**config.mk**
```make
export PLATFORM = sky130hd
export DESIGN_NAME = tcmp_unit
export DESIGN_NICKNAME = d
export VERILOG_FILES = /design/src/rtl/tcmp_pkg.sv /design/src/rtl/tcmp_rst_sync.sv /design/src/rtl/tcmp_counter.sv /design/src/rtl/tcmp_wavegen.sv /design/src/rtl/tcmp_pinmux.sv /design/src/rtl/tcmp_unit.sv
export SDC_FILE = /design/constraint.sdc
export NUM_CORES = 1
export LEC_CHECK = 0
export BUFFER_PORTS_ARGS = -buffer_cell sky130_fd_sc_hd__buf_2
export CORE_MARGIN = 3
export CORE_UTILIZATION = 34
export CTS_CLUSTER_DIAMETER = 60
export CTS_CLUSTER_SIZE = 24
export DETAILED_ROUTE_END_ITERATION = 7
export GPL_TIMING_DRIVEN = 0
export PLACE_DENSITY_LB_ADDON = 0.2
export SKIP_LAST_GASP = 1
export SLEW_MARGIN = 20
export SYNTH_ARGS = -nofsm -noshare
export SYNTH_HDL_FRONTEND = slang
export SYNTH_SLANG_ARGS = --single-unit
```
**constraint.sdc**
```tcl
create_clock -name clk -period 1.6 [get_ports clk]
set_clock_uncertainty 0.05 [all_clocks]
set_input_delay 0.48 -clock clk [delete_from_list [all_inputs] [get_ports clk]]
set_output_delay 0.48 -clock clk [all_outputs]
set_load 0.02 [all_outputs]
```
**src/rtl/tcmp_pkg.sv**
```systemverilog
package tcmp_pkg;

  typedef enum logic [1:0] {
    ACT_NONE   = 2'b00,
    ACT_TOGGLE = 2'b01,
    ACT_CLEAR  = 2'b10,
    ACT_SET    = 2'b11
  } cmp_act_e;

  typedef enum logic {
    WG_NORMAL = 1'b0,
    WG_VARTOP = 1'b1
  } wg_mode_e;

  // Next value of the compare state bit for a given action.
  function automatic logic act_apply(input cmp_act_e act, input logic cur);
    logic nxt;
    case (act)
      ACT_TOGGLE: nxt = ~cur;
      ACT_CLEAR:  nxt = 1'b0;
      ACT_SET:    nxt = 1'b1;
      default:    nxt = cur;
    endcase
    return nxt;
  endfunction

endpackage

```
**src/rtl/tcmp_rst_sync.sv**
```systemverilog
module tcmp_rst_sync #(
  parameter int STAGES = 2
) (
  input  logic clk,
  input  logic rst_n,
  output logic rst_sync_n
);
  logic [STAGES-1:0] sh_q;
  logic [STAGES-1:0] sh_d;

  always_comb begin
    sh_d = {sh_q[STAGES-2:0], 1'b1};
  end

  always_ff @(posedge clk or negedge rst_n) begin
    if (!rst_n) sh_q <= '0;
    else        sh_q <= sh_d;
  end

  assign rst_sync_n = sh_q[STAGES-1];
endmodule

```
**src/rtl/tcmp_counter.sv**
```systemverilog
module tcmp_counter
  import tcmp_pkg::*;
#(
  parameter int CNT_W = 16
) (
  input  logic             clk,
  input  logic             rst_n,
  input  logic             tick_en,
  input  logic             cnt_wr_en,
  input  logic [CNT_W-1:0] cnt_wr_data,
  input  logic             cmp_wr_en,
  input  logic [CNT_W-1:0] cmp_wr_data,
  input  wg_mode_e         mode,
  output logic [CNT_W-1:0] cnt_q,
  output logic             hit,
  output logic             flag_q
);
  localparam logic [CNT_W-1:0] CNT_ZERO = '0;
  localparam logic [CNT_W-1:0] CNT_ONE  = CNT_W'(1);

  logic [CNT_W-1:0] cnt_d;
  logic [CNT_W-1:0] cmp_q, cmp_d;
  logic             blk_q, blk_d;
  logic             eq;

  // match detection and blocking window
  always_comb begin
    eq  = (cnt_q == cmp_q);
    hit = tick_en && !cnt_wr_en && !blk_q && eq;
    if (cnt_wr_en)    blk_d = 1'b1;
    else if (tick_en) blk_d = 1'b0;
    else              blk_d = blk_q;
  end

  // counter next state
  always_comb begin
    cnt_d = cnt_q;
    if (cnt_wr_en) begin
      cnt_d = cnt_wr_data;
    end else if (tick_en) begin
      if (mode == WG_VARTOP && hit) cnt_d = CNT_ZERO;
      else                          cnt_d = cnt_q + CNT_ONE;
    end
    cmp_d = cmp_wr_en ? cmp_wr_data : cmp_q;
  end

  always_ff @(posedge clk or negedge rst_n) begin
    if (!rst_n) begin
      cnt_q  <= CNT_ZERO;
      cmp_q  <= CNT_ZERO;
      blk_q  <= 1'b0;
      flag_q <= 1'b0;
    end else begin
      cnt_q  <= cnt_d;
      cmp_q  <= cmp_d;
      blk_q  <= blk_d;
      flag_q <= hit;
    end
  end
endmodule

```
**src/rtl/tcmp_wavegen.sv**
```systemverilog
module tcmp_wavegen
  import tcmp_pkg::*;
(
  input  logic     clk,
  input  logic     rst_n,
  input  logic     ctl_wr_en,
  input  logic [1:0] ctl_com,
  input  logic     ctl_wgm,
  input  logic     hit,
  input  logic     force_en,
  output cmp_act_e act_q,
  output wg_mode_e mode_q,
  output logic     oc_q
);
  cmp_act_e act_d;
  wg_mode_e mode_d;
  logic     oc_d;
  logic     fire;

  always_comb begin
    act_d  = act_q;
    mode_d = mode_q;
    if (ctl_wr_en) begin
      act_d  = cmp_act_e'(ctl_com);
      mode_d = wg_mode_e'(ctl_wgm);
    end
    // a match and a force together still act once
    fire = hit || force_en;
    oc_d = fire ? act_apply(act_q, oc_q) : oc_q;
  end

  always_ff @(posedge clk or negedge rst_n) begin
    if (!rst_n) begin
      act_q  <= ACT_NONE;
      mode_q <= WG_NORMAL;
      oc_q   <= 1'b0;
    end else begin
      act_q  <= act_d;
      mode_q <= mode_d;
      oc_q   <= oc_d;
    end
  end
endmodule

```
**src/rtl/tcmp_pinmux.sv**
```systemverilog
module tcmp_pinmux
  import tcmp_pkg::*;
(
  input  cmp_act_e act,
  input  logic     oc,
  input  logic     port_bit,
  input  logic     dir_bit,
  output logic     src_oc,
  output logic     pin_val,
  output logic     pin_en
);
  always_comb begin
    src_oc  = (act != ACT_NONE);
    pin_val = src_oc ? oc : port_bit;
    pin_en  = dir_bit;
  end
endmodule

```
**src/rtl/tcmp_unit.sv**
```systemverilog
module tcmp_unit
  import tcmp_pkg::*;
#(
  parameter int CNT_W      = 16,
  parameter int SYNC_STAGE = 2
) (
  input  logic             clk,
  input  logic             rst_n,
  input  logic             tick_en,
  input  logic             cnt_wr_en,
  input  logic [CNT_W-1:0] cnt_wr_data,
  input  logic             cmp_wr_en,
  input  logic [CNT_W-1:0] cmp_wr_data,
  input  logic             ctl_wr_en,
  input  logic [1:0]       ctl_com,
  input  logic             ctl_wgm,
  input  logic             force_en,
  input  logic             pin_port,
  input  logic             pin_dir,
  output logic [CNT_W-1:0] cnt_val,
  output logic             match_flag,
  output logic             oc_state,
  output logic             pin_src_oc,
  output logic             pin_out,
  output logic             pin_oe
);
  logic     rst_sync_n;
  logic     hit;
  cmp_act_e act_q;
  wg_mode_e mode_q;

  tcmp_rst_sync #(.STAGES(SYNC_STAGE)) u_rst (
    .clk        (clk),
    .rst_n      (rst_n),
    .rst_sync_n (rst_sync_n)
  );

  tcmp_counter #(.CNT_W(CNT_W)) u_cnt (
    .clk         (clk),
    .rst_n       (rst_sync_n),
    .tick_en     (tick_en),
    .cnt_wr_en   (cnt_wr_en),
    .cnt_wr_data (cnt_wr_data),
    .cmp_wr_en   (cmp_wr_en),
    .cmp_wr_data (cmp_wr_data),
    .mode        (mode_q),
    .cnt_q       (cnt_val),
    .hit         (hit),
    .flag_q      (match_flag)
  );

  tcmp_wavegen u_wave (
    .clk       (clk),
    .rst_n     (rst_sync_n),
    .ctl_wr_en (ctl_wr_en),
    .ctl_com   (ctl_com),
    .ctl_wgm   (ctl_wgm),
    .hit       (hit),
    .force_en  (force_en),
    .act_q     (act_q),
    .mode_q    (mode_q),
    .oc_q      (oc_state)
  );

  tcmp_pinmux u_pin (
    .act      (act_q),
    .oc       (oc_state),
    .port_bit (pin_port),
    .dir_bit  (pin_dir),
    .src_oc   (pin_src_oc),
    .pin_val  (pin_out),
    .pin_en   (pin_oe)
  );
endmodule

```
==> insert_results.sql <==
INSERT INTO impl_metrics (metric_group, metric, value, unit) VALUES
('timing', 'final.min_clock_period', '2030', 'ps'),
('logic_synthesis', 'syn-instance-count', '193', ''),
('power_and_ir_drop', 'share_seq_of_total_power', '0.471', ''),
('global_route', 'grt-ovfl-total', '0', ''),
('floorplan', 'dieWidth', '85.1', 'microns'),
('power_and_ir_drop', 'power.leakage', '1.38', 'nW'),
('timing', 'maxSlewHeadroom', '0.457', ''),
('global_route', 'globalRouteTotalUtil', '0.176', ''),
('floorplan', 'core.rowCount', '28', ''),
('final_layout', 'layout-drive-gt1-share', '0.570', ''),
('critical_path', 'crit_path_end', 'u_cnt.cnt_q[6]', ''),
('critical_path', 'worstPathCellList', 'xor2_1 -> or3_4 -> nor3_4 -> and3_4 -> buf_6 -> o31ai_2 -> a221o_2', ''),
('job', 'cap_violations', '0', ''),
('timing', 'tightestPinTransition', '812', 'ps'),
('power_and_ir_drop', 'total_design_power', '2.72', 'mW'),
('critical_path', 'path_depth', '7', ''),
('logic_synthesis', 'synth.top_cells.by_area', 'dfrtp_1, mux2_2, xnor2_1', ''),
('clocking', 'clockBufferDepth', '2', ''),
('routing', 'drtIter0Drc', '107', ''),
('critical_path', 'cp.required', '1730', 'ps'),
('critical_path', 'crit_arrival', '2160', 'ps'),
('final_layout', 'syn_to_final_growth', '49.3', '%'),
('power_and_ir_drop', 'p_per_area', '856', 'nW/um^2'),
('critical_path', 'worst_setup_path_startpoint', 'u_cnt.cmp_q[6]', ''),
('timing', 'achievable-frequency', '493', 'MHz'),
('timing', 'finalCritPeriodShare', '1.27', ''),
('power_and_ir_drop', 'relative_contribution_of_the_clock_network_to_total_power', '0.256', ''),
('clocking', 'count_of_h_tree_levels_built_during_cts', '2', ''),
('placement', 'gp_congestion', '0.869', ''),
('global_route', 'first_pass_grt_wire_length', '9870', 'microns'),
('routing', 'met1Wirelength', '2590', 'microns'),
('hold_path', 'hold_class', 'reg -> async', ''),
('logic_synthesis', 'mappedNetlistNets', '238', ''),
('routing', 'routed_wirelength', '6210', 'microns'),
('routing', 'drtAntennaViolNets', '0', ''),
('critical_path', 'regToRegSetupSlack', '-430', 'ps'),
('global_route', 'grt_max_degree', '30', ''),
('final_layout', 'antennaDiodeCount', '0', ''),
('routing', 'drtPass1Iterations', '4', ''),
('critical_path', 'crit_buf_inv', '1', ''),
('routing', 'post_drt_wl_per_cell', '16.9', 'microns'),
('critical_path', 'r2r_start', 'u_cnt.cmp_q[6]', ''),
('status', 'failed_checks', 'negative setup slack', ''),
('floorplan', 'boundaryPins', '65', ''),
('timing', 'worst_slack', '-427', 'ps'),
('logic_synthesis', 'yosys_warning_total', '0', ''),
('timing', 'maxSlewViolCount', '0', ''),
('logic_synthesis', 'synth_area_per_cell', '11.0', 'sq um'),
('final_layout', 'fill_cells', '559', ''),
('clocking', 'root_buffer', 'clkbuf_8', ''),
('final_layout', 'layoutNonFillerInstCount', '368', ''),
('timing', 'finalSetupTns', '-5460', 'ps'),
('timing', 'grt_setup_unrepaired', 'true', ''),
('routing', 'route.top_layer_used', 'met4', ''),
('clocking', 'clock_sinks', '40', ''),
('routing', 'vias_per_cell', '5.30', ''),
('logic_synthesis', 'synth_flop_cell', 'dfrtp_1', ''),
('power_and_ir_drop', 'comb_power_share', '0.273', ''),
('critical_path', 'slowest_stage', 'dfrtp_1', ''),
('critical_path', 'crit_type', 'reg -> reg', ''),
('final_layout', 'layout_nets', '337', ''),
('placement', 'port_buffers', '61', ''),
('critical_path', 'cp_max_fo', '4', ''),
('timing', 'finalSetupViolations', '20', ''),
('status', 'run_status', 'finished, violations left', ''),
('power_and_ir_drop', 'power_report.internal_total', '1.87', 'mW'),
('clocking', 'clkSlewWorstSetupHoldPaths', '70', 'ps'),
('routing', 'met2_wirelength', '3150', 'microns'),
('power_and_ir_drop', 'p_sw_frac', '0.313', ''),
('final_layout', 'post-route-cell-area', '3170', 'sq um'),
('routing', 'remaining_drc_errors', '0', '');
==> layout by cell type, fill, tap and decap left out, types with 3 or more instances in the layout <==
cell type  instances
a21oi_4            3
dfrtp_2           10
o31ai_1            3
o311ai_1           3
a211o_1            3
a221o_1            4
buf_6             11
o21ai_1            3
buf_2             60
xnor2_1           13
clkbuf_8           6
or3_4              3
inv_1              5
nand2_1            7
nor2_4             3
dfrtp_1           30
and3_1             5
buf_4             23
nand3_4            3
a22oi_1            5
clkbuf_1           6
nand3_1           12
mux2_2            19
nand4_1            7
==> through the flow <==
step                worst slack (ps)  hold WS [ps]
floorplan                       -497           134
global placement                -662           216
detailed placement              -665          86.2
CTS                             -458          91.1
global route                    -534           106
finish                          -427          77.5
==> synthesized netlist by cell type (4+ instances only) <==
cell and count:
dfrtp_1 40, mux2_2 20, nand3_1 15, xnor2_1 15
nand2_1 7, nand4_1 7, clkbuf_1 6, inv_1 6
a22oi_1 5, and3_1 5, o21ai_0 5, o31ai_1 5
a21oi_1 4, a221o_1 4, nor2_1 4
==> layer usage <==
| layer | global-route usage | up-vias |
|---|---|---|
| li1 | - | 925 |
| met1 | 0.227 | 968 |
| met2 | 0.290 | 51 |
| met3 | 0.0476 | 5 |
| met4 | 0.0518 | 0 |
| met5 | 0 | - |
==> kinds of logic (layout without fill, tap and decap cells) <==
logic type | Yosys count | after routing | synth area share
xor gates and xnor gates | 16 | 16 | 0.0660
other | 1 | 1 | 0.00177
buffers and inverters | 17 | 117 | 0.0412
DFF | 40 | 40 | 0.471
muxes | 20 | 20 | 0.106
adders and majority gates | 1 | 1 | 0.00589
AOI/OAI and AO/OA | 37 | 37 | 0.133
and+or+nand+nor | 61 | 61 | 0.175
==> cell type report <==
class / count / area (sq um) / area share
Tap cell: 75 / 93.8 / 0.0296
Timing Repair Buffer: 93 / 626 / 0.197
Sequential cell: 40 / 1010 / 0.320
Clock buffer: 8 / 90.1 / 0.0284
Inverter: 6 / 22.5 / 0.00710
Buffer: 10 / 73.8 / 0.0233
Multi-Input combinational cell: 136 / 1250 / 0.395
==> worst min path at each step <==
stage / end / slack [ps] / startpoint / depth (start not counted)
global route: u_wave.oc_q / 110 / u_rst.sh_q[1] / 0
CTS: u_wave.oc_q / 90 / u_rst.sh_q[1] / 0
finish: u_wave.oc_q / 80 / u_rst.sh_q[1] / 0
global placement: u_rst.sh_q[0] / 220 / rst_n / 1
detailed placement: u_wave.act_q[1] / 90 / u_rst.sh_q[1] / 0
floorplan: u_rst.sh_q[0] / 130 / rst_n / 0
==> state kept, by name, summed over array words and instances (netlist names) <==
| register | count |
|---|---|
| u_cnt.cmp_q | 16 |
| u_cnt.cnt_q | 16 |
| u_rst.sh_q | 2 |
| u_wave.act_q | 2 |
| u_cnt.blk_q | 1 |
| u_cnt.flag_q | 1 |
| u_wave.mode_q | 1 |
| u_wave.oc_q | 1 |
==> worst register-to-register path, cell delays in order, from the launching register on <==
cell and delay, ps:
dfrtp_1 400, xor2_1 160, or3_4 350, nor3_4 170, and3_4 280, buf_6 120, o31ai_2 50, a221o_2 330
==> power by group through the flow <==
stage / clock network (mW) / registers (mW) / logic (mW)
2_1_floorplan: 0 / 1.33 / 0.327
4_1_cts: 0.722 / 1.27 / 0.678
3_3_place_gp: 0 / 1.30 / 0.567
3_5_place_dp: 0 / 1.29 / 0.594
5_1_grt: 0.760 / 1.30 / 0.806
6_report: 0.695 / 1.28 / 0.743
==> timing repair <==
action | 4_1_cts | 5_1_grt
endpoints found under the hold margin | 2 | 0
pin swaps | 15 | 17
resized for setup | 25 | 29
cloned | 1 | 0
hold buffers | 1 | 0
endpoints found under the setup margin | 20 | 23
setup buffers | 23 | 10
Power figures use the tool's default switching activity.
